File: src/rtl/sdp_pkg.sv
package sdp_pkg;

    localparam int LANE_W = 9;
    localparam int LANES  = 2;
    localparam int WORD_W = LANE_W * LANES;

    typedef logic [WORD_W-1:0] word_t;
    typedef logic [LANES-1:0]  lane_en_t;

    typedef enum logic [1:0] {
        START_NONE = 2'd0,
        START_RD   = 2'd1,
        START_WR   = 2'd2
    } start_e;

    typedef struct packed {
        word_t    data;
        lane_en_t en;
    } beat_t;

    function automatic word_t lane_merge(word_t old_w, word_t new_w, lane_en_t en);
        word_t res;
        res = old_w;
        for (int i = 0; i < LANES; i++) begin
            if (en[i]) res[i*LANE_W +: LANE_W] = new_w[i*LANE_W +: LANE_W];
        end
        return res;
    endfunction

endpackage

File: src/rtl/sdp_arbiter.sv
module sdp_arbiter
    import sdp_pkg::*;
(
    input  logic clk,
    input  logic rst,
    input  logic rd_req,
    input  logic wr_req,
    output logic rd_go,
    output logic wr_go
);

    start_e last_q;

    always_comb begin
        rd_go = 1'b0;
        wr_go = 1'b0;
        if (!rst) begin
            if (rd_req && wr_req) begin
                if (last_q == START_RD) wr_go = 1'b1;
                else                    rd_go = 1'b1;
            end else if (rd_req) begin
                rd_go = (last_q != START_RD);
            end else if (wr_req) begin
                wr_go = (last_q != START_WR);
            end
        end
    end

    always_ff @(posedge clk) begin
        if (rst)        last_q <= START_NONE;
        else if (rd_go) last_q <= START_RD;
        else if (wr_go) last_q <= START_WR;
        else            last_q <= START_NONE;
    end

endmodule

File: src/rtl/sdp_wr_pipe.sv
module sdp_wr_pipe
    import sdp_pkg::*;
#(
    parameter int AW = 8
) (
    input  logic          clk,
    input  logic          rst,
    input  logic          start,
    input  logic [AW-1:0] addr,
    input  word_t         data,
    input  lane_en_t      en,
    output logic          stg_v,
    output logic [AW-1:0] stg_addr,
    output beat_t         stg_beat
);

    logic second_q;

    always_ff @(posedge clk) begin
        if (rst) begin
            stg_v    <= 1'b0;
            second_q <= 1'b0;
            stg_addr <= '0;
            stg_beat <= '0;
        end else if (start) begin
            stg_v    <= 1'b1;
            second_q <= 1'b1;
            stg_addr <= {addr[AW-1:1], 1'b0};
            stg_beat <= '{data: data, en: en};
        end else if (second_q) begin
            stg_v    <= 1'b1;
            second_q <= 1'b0;
            stg_addr <= {stg_addr[AW-1:1], 1'b1};
            stg_beat <= '{data: data, en: en};
        end else begin
            stg_v    <= 1'b0;
        end
    end

endmodule

File: src/rtl/sdp_store.sv
module sdp_store
    import sdp_pkg::*;
#(
    parameter int DEPTH = 256,
    parameter int AW    = 8
) (
    input  logic          clk,
    input  logic          we,
    input  logic [AW-1:0] waddr,
    input  beat_t         wbeat,
    input  logic [AW-1:0] raddr_a,
    input  logic [AW-1:0] raddr_b,
    output word_t         rdata_a,
    output word_t         rdata_b
);

    word_t mem [DEPTH];

    always_ff @(posedge clk) begin
        if (we) mem[waddr] <= lane_merge(mem[waddr], wbeat.data, wbeat.en);
    end

    assign rdata_a = mem[raddr_a];
    assign rdata_b = mem[raddr_b];

endmodule

File: src/rtl/sdp_rd_pipe.sv
module sdp_rd_pipe
    import sdp_pkg::*;
#(
    parameter int AW = 8
) (
    input  logic          clk,
    input  logic          rst,
    input  logic          start,
    input  logic [AW-1:0] addr,
    input  word_t         mem_a,
    input  word_t         mem_b,
    input  logic          stg_v,
    input  logic [AW-1:0] stg_addr,
    input  beat_t         stg_beat,
    output logic [AW-1:0] look_a,
    output logic [AW-1:0] look_b,
    output word_t         rd_data,
    output logic          rd_valid
);

    logic          p1_q, p2_q, p3_q;
    logic [AW-1:0] p1_addr;
    word_t         buf_q [2];
    word_t         word_a, word_b;

    assign look_a = {p1_addr[AW-1:1], 1'b0};
    assign look_b = {p1_addr[AW-1:1], 1'b1};

    always_comb begin
        word_a = mem_a;
        word_b = mem_b;
        if (stg_v && stg_addr == look_a) word_a = lane_merge(mem_a, stg_beat.data, stg_beat.en);
        if (stg_v && stg_addr == look_b) word_b = lane_merge(mem_b, stg_beat.data, stg_beat.en);
    end

    always_ff @(posedge clk) begin
        if (start) p1_addr <= addr;
        if (p1_q) begin
            buf_q[0] <= word_a;
            buf_q[1] <= word_b;
        end
    end

    always_ff @(posedge clk) begin
        if (rst) begin
            p1_q     <= 1'b0;
            p2_q     <= 1'b0;
            p3_q     <= 1'b0;
            rd_valid <= 1'b0;
            rd_data  <= '0;
        end else begin
            p1_q     <= start;
            p2_q     <= p1_q;
            p3_q     <= p2_q;
            rd_valid <= p1_q | p2_q;
            if (p2_q)      rd_data <= buf_q[0];
            else if (p3_q) rd_data <= buf_q[1];
        end
    end

endmodule

File: src/rtl/sdp_sram_sched.sv
module sdp_sram_sched
    import sdp_pkg::*;
#(
    parameter  int DEPTH = 256,
    localparam int AW    = $clog2(DEPTH)
) (
    input  logic              clk,
    input  logic              rst,
    input  logic              rd_sel,
    input  logic [AW-1:0]     rd_addr,
    input  logic              wr_sel,
    input  logic [AW-1:0]     wr_addr,
    input  logic [WORD_W-1:0] wr_data,
    input  logic [LANES-1:0]  wr_be,
    output logic [WORD_W-1:0] rd_data,
    output logic              rd_valid
);

    logic          rd_go, wr_go;
    logic          stg_v;
    logic [AW-1:0] stg_addr;
    beat_t         stg_beat;
    logic [AW-1:0] look_a, look_b;
    word_t         mem_a, mem_b;

    sdp_arbiter u_arb (
        .clk    (clk),
        .rst    (rst),
        .rd_req (rd_sel),
        .wr_req (wr_sel),
        .rd_go  (rd_go),
        .wr_go  (wr_go)
    );

    sdp_wr_pipe #(.AW(AW)) u_wr (
        .clk      (clk),
        .rst      (rst),
        .start    (wr_go),
        .addr     (wr_addr),
        .data     (wr_data),
        .en       (wr_be),
        .stg_v    (stg_v),
        .stg_addr (stg_addr),
        .stg_beat (stg_beat)
    );

    sdp_store #(.DEPTH(DEPTH), .AW(AW)) u_mem (
        .clk     (clk),
        .we      (stg_v && !rst),
        .waddr   (stg_addr),
        .wbeat   (stg_beat),
        .raddr_a (look_a),
        .raddr_b (look_b),
        .rdata_a (mem_a),
        .rdata_b (mem_b)
    );

    sdp_rd_pipe #(.AW(AW)) u_rd (
        .clk      (clk),
        .rst      (rst),
        .start    (rd_go),
        .addr     (rd_addr),
        .mem_a    (mem_a),
        .mem_b    (mem_b),
        .stg_v    (stg_v),
        .stg_addr (stg_addr),
        .stg_beat (stg_beat),
        .look_a   (look_a),
        .look_b   (look_b),
        .rd_data  (rd_data),
        .rd_valid (rd_valid)
    );

endmodule

File: config.mk
export PLATFORM = sky130hd
export DESIGN_NAME = sdp_sram_sched
export DESIGN_NICKNAME = d
export VERILOG_FILES = /design/src/rtl/sdp_pkg.sv /design/src/rtl/sdp_arbiter.sv /design/src/rtl/sdp_wr_pipe.sv /design/src/rtl/sdp_store.sv /design/src/rtl/sdp_rd_pipe.sv /design/src/rtl/sdp_sram_sched.sv
export SDC_FILE = /design/constraint.sdc
export NUM_CORES = 2
export LEC_CHECK = 0
export BUFFER_PORTS_ARGS = -buffer_cell sky130_fd_sc_hd__buf_4
export CORE_UTILIZATION = 45
export CTS_CLUSTER_DIAMETER = 50
export DETAILED_ROUTE_END_ITERATION = 6
export GPL_TIMING_DRIVEN = 0
export HOLD_SLACK_MARGIN = 0.15
export PLACE_DENSITY = 0.6
export SLEW_MARGIN = 20
export SYNTH_ARGS = -nofsm -noshare
export SYNTH_HDL_FRONTEND = slang
export SYNTH_MEMORY_MAX_BITS = 65536
export SYNTH_SLANG_ARGS = --single-unit
File: constraint.sdc
create_clock -name clk -period 9.82 [get_ports clk]
set_clock_uncertainty 0.2 [all_clocks]
set_input_delay 0.982 -clock clk [delete_from_list [all_inputs] [get_ports clk]]
set_output_delay 0.982 -clock clk [all_outputs]
set_load 0.01 [all_outputs]
==> results.md <==
- Setup violators final: 0
- Arrival time at the worst endpoint: 6100 ps
- Syn_nets: 8876
- Slew @ Worst Pin: 1450 ps
- Die width: 638 um
- Crit. path cell count: 9
- Vias in the first global route: 95218
- Worst reg2reg path endpoint: u_rd.buf_q[0][12]$_DFFE_PP_
- Num ports: 59
- Wirelength, routed: 611000 um
- Crit path max fanout: 10
- CTS tree: done
- Count of cell types in the netlist: 70
- Crit path capture type: flip-flop
- Post-CTS setup buffer count: 0
- Hold WC Path Type: flip-flop to flip-flop
- DR vias/cell: 6.44
- Number of nets in the layout: 9549
- Pre-antenna DRT Iters: 7
- Cell Rows: 233
- Synth area leader: edfxtp_1
- Reg clk slew, reported paths: 60 ps
- Synth Flop Type: edfxtp_1
- Hold Buf Count CTS: 35
- Period utilization: 0.561
- Final worst slack: 4310 ps
- Largest net degree at the start of global routing: 78
- Post-route antenna net violation count: 0
- CTS Sinks: 4711
- Startpoint types: flip-flop
- Depth of the CTS H-tree: 5
- DRC Markers: 35
- Die area: 0.407 mm^2
- Failing checks: DRC
- Routed vias: 99048
- Initial Util: 0.452
- Final setup TNS: 0 ps
- Clk root buf: clkbuf_16
- Switching pwr: 0.0102 W
- Post-synthesis cell count: 8836
- Fill cells: 31637
- GP Congestion: 0.967
- Die Ht: 638 um
- Layout cells sized above 1: 0.234
- CP top delay family: buffers and inverters
- Clock share of power: 0.426
- Post-Route Utilization: 0.518
- R2R Setup Slk: 4310 ps
- Sequential area share after synthesis: 0.773
- Core area: 0.403 mm^2
- Final instance area: 0.209 mm^2
- Synth top area share: 0.767
- IO Port Bufs: 55
- CP bufs+invs: 4
- WL/cell: 39.7 um
- Clk buf depth: 4
- Leakage power: 62.6 nW
- PostCTS Resize Cnt: 0
- Final Hold Viols: 0
- CP most frequent cell: buf_2
- Switching Share: 0.232
- Initial antenna violation count: 47
- Normalized max-slew margin: 0.0304
- Hold path start: u_rd.buf_q[0][5]$_DFFE_PP_
- Internal power: 0.0339 W
- Fmax: 182 MHz
- All-Layer GR Usage: 0.295
- Synth Cell Area: 0.182 mm^2
- First-pass GRT wire length: 814000 um
- Clock Latency Late Sink: 1050 ps
- Area Overhead vs Synth: 14.6%
- Worst endpoint required time: 10410 ps
- Asr flop ratio synth: 0
- PD cells: 211 mW/mm^2
- Synth Area per Inst: 20.6 um^2
- Placed Area: 0.192 mm^2
- Maximum Capacitance Violations: 0
- Ys Warns: 0
- Slew Viols, Final: 0
- RSZ-0062 raised after global routing: no
- FF+latch count, synth: 4711
- Grt ovf: 0
- Max incr delay on CP: 960 ps
- Hold path depth: 2
- CP cell instances: buf_2 -> buf_2 -> nor2_1 -> buf_2 -> clkbuf_1 -> a22oi_1 -> a22oi_1 -> nand3_1 -> a221oi_1
- DP Worst Slack: 4310 ps
- Reg2Reg Depth: 9
- Slowest cell on crit path: clkbuf_1
- Initial DRC count: 16367
- TritonCTS Buffers: 481
- Minimum clock period: 5510 ps
- Synth top area cells: edfxtp_1, mux4_2, mux2i_1
- Sequential power share: 0.504
- CP Capture Point: u_rd.buf_q[0][12]$_DFFE_PP_
- IR drop worst, VDD: 0.000156 V
- Status: complete, but fails checks
- Post-DP HPWL: 433000 um
- Logic pwr share: 0.070
- Post-synth EDFFs: 4651
- Critical path class: flip-flop to flip-flop
==> worst register-to-register path, delay by kind of cell (launching register included) <==
family	cells	cell delay, ps
AOI/OAI and AO/OA	3	1340
DFF	1	460
and+or+nand+nor	2	840
buffers and inverters	4	2420
==> cells by family (layout without fill, tap and decap cells) <==
kind of cell           after synthesis  after routing  share of synthesized area
multiplexers                      1564           1564                      0.150
XOR/XNOR                             7              7                   0.000337
AND/OR/NAND/NOR                   1153           1153                     0.0274
AO/OA/AOI/OAI                      834            834                     0.0325
other                                0             48                          0
buffers and inverters              567           1652                     0.0169
flip-flops                        4711           4711                      0.773
==> through the flow <==
step,std cells,hold WS (ps),total power [W]
2_1_floorplan,8836,246,0.0242
3_3_place_gp,14296,281,0.0257
3_5_place_dp,14395,264,0.0256
4_1_cts,15325,257,0.0441
5_1_grt,15327,287,0.0449
6_report,15374,263,0.0441
==> how the worst min path moves through the flow <==
stage / to / slack, ps
after floorplan: u_wr.stg_beat[1]$_SDFFE_PP0P_ / 250
after global placement: u_rd.rd_data[0]$_SDFFE_PP0P_ / 280
after detailed placement: u_rd.rd_data[5]$_SDFFE_PP0P_ / 260
after CTS: u_rd.rd_data[5]$_SDFFE_PP0P_ / 260
after global routing: u_rd.rd_data[3]$_SDFFE_PP0P_ / 290
final: u_rd.rd_data[5]$_SDFFE_PP0P_ / 260
==> area by class of cell <==
class / instances / area, um^2 / area share
Antenna cell: 48 / 120 / 0.000575
Buffer: 552 / 3130 / 0.0150
Clock buffer: 597 / 12600 / 0.0602
Clock inverter: 298 / 3500 / 0.0168
Inverter: 15 / 56.3 / 0.000270
Multi-Input combinational cell: 3558 / 38400 / 0.184
Sequential cell: 4711 / 141000 / 0.675
Tap cell: 5405 / 6760 / 0.0324
Timing Repair Buffer: 190 / 3230 / 0.0155
==> synthesized netlist by cell type (40+ instances only) <==
library cell,n
edfxtp_1,4651
mux4_2,920
nor2_1,613
mux2i_1,596
a22oi_1,282
nand2_1,262
clkbuf_1,198
buf_2,163
o22ai_1,141
a21oi_1,115
a211oi_1,108
buf_4,100
nand3_1,73
dfxtp_1,60
buf_1,43
mux2_2,41
nor2b_1,41
a31oi_1,40
==> power by group through the flow <==
stage / Sequential, W / Combinational [W] / Clock, W
2_1_floorplan: 0.0228 / 0.00135 / 0
3_3_place_gp: 0.0232 / 0.00253 / 0
3_5_place_dp: 0.0227 / 0.00298 / 0
4_1_cts: 0.0222 / 0.00300 / 0.0188
5_1_grt: 0.0222 / 0.00309 / 0.0195
6_report: 0.0222 / 0.00309 / 0.0188
==> layer usage <==
layer | wire [um] | global-route usage | up-vias
met2 | 271000 | 0.437 | 6903
met5 | 126 | 0 | -
li1 | - | - | 38062
met3 | 72700 | 0.0790 | 1370
met1 | 225000 | 0.394 | 52695
met4 | 41500 | 0.176 | 18
==> flip-flops by register name (all words and copies together), names as in the netlist, 7 cells and up, named ones only <==
name,cells
u_mem.mem,4608
u_rd.buf_q,36
u_rd.p1_addr,7
u_rd.rd_data,18
u_wr.stg_addr,8
u_wr.stg_beat,20
==> cell usage in the layout, fill, tap and decap left out, drive strengths merged, types with 19 or more instances in the layout <==
cell	count
edfxtp	4651
mux4	921
clkbuf	799
nor2	614
mux2i	596
buf	502
a22oi	282
nand2	262
clkinv	188
o22ai	151
a211oi	124
a21oi	115
nand3	73
bufinv	64
dfxtp	60
diode	48
mux2	47
nor3	42
nor2b	41
a31oi	40
inv	40
dlygate4sd3	36
a32oi	34
nand4	29
o21ai	29
a22o	24
clkinvlp	21
nor4	19
Power figures use the tool's default switching activity.
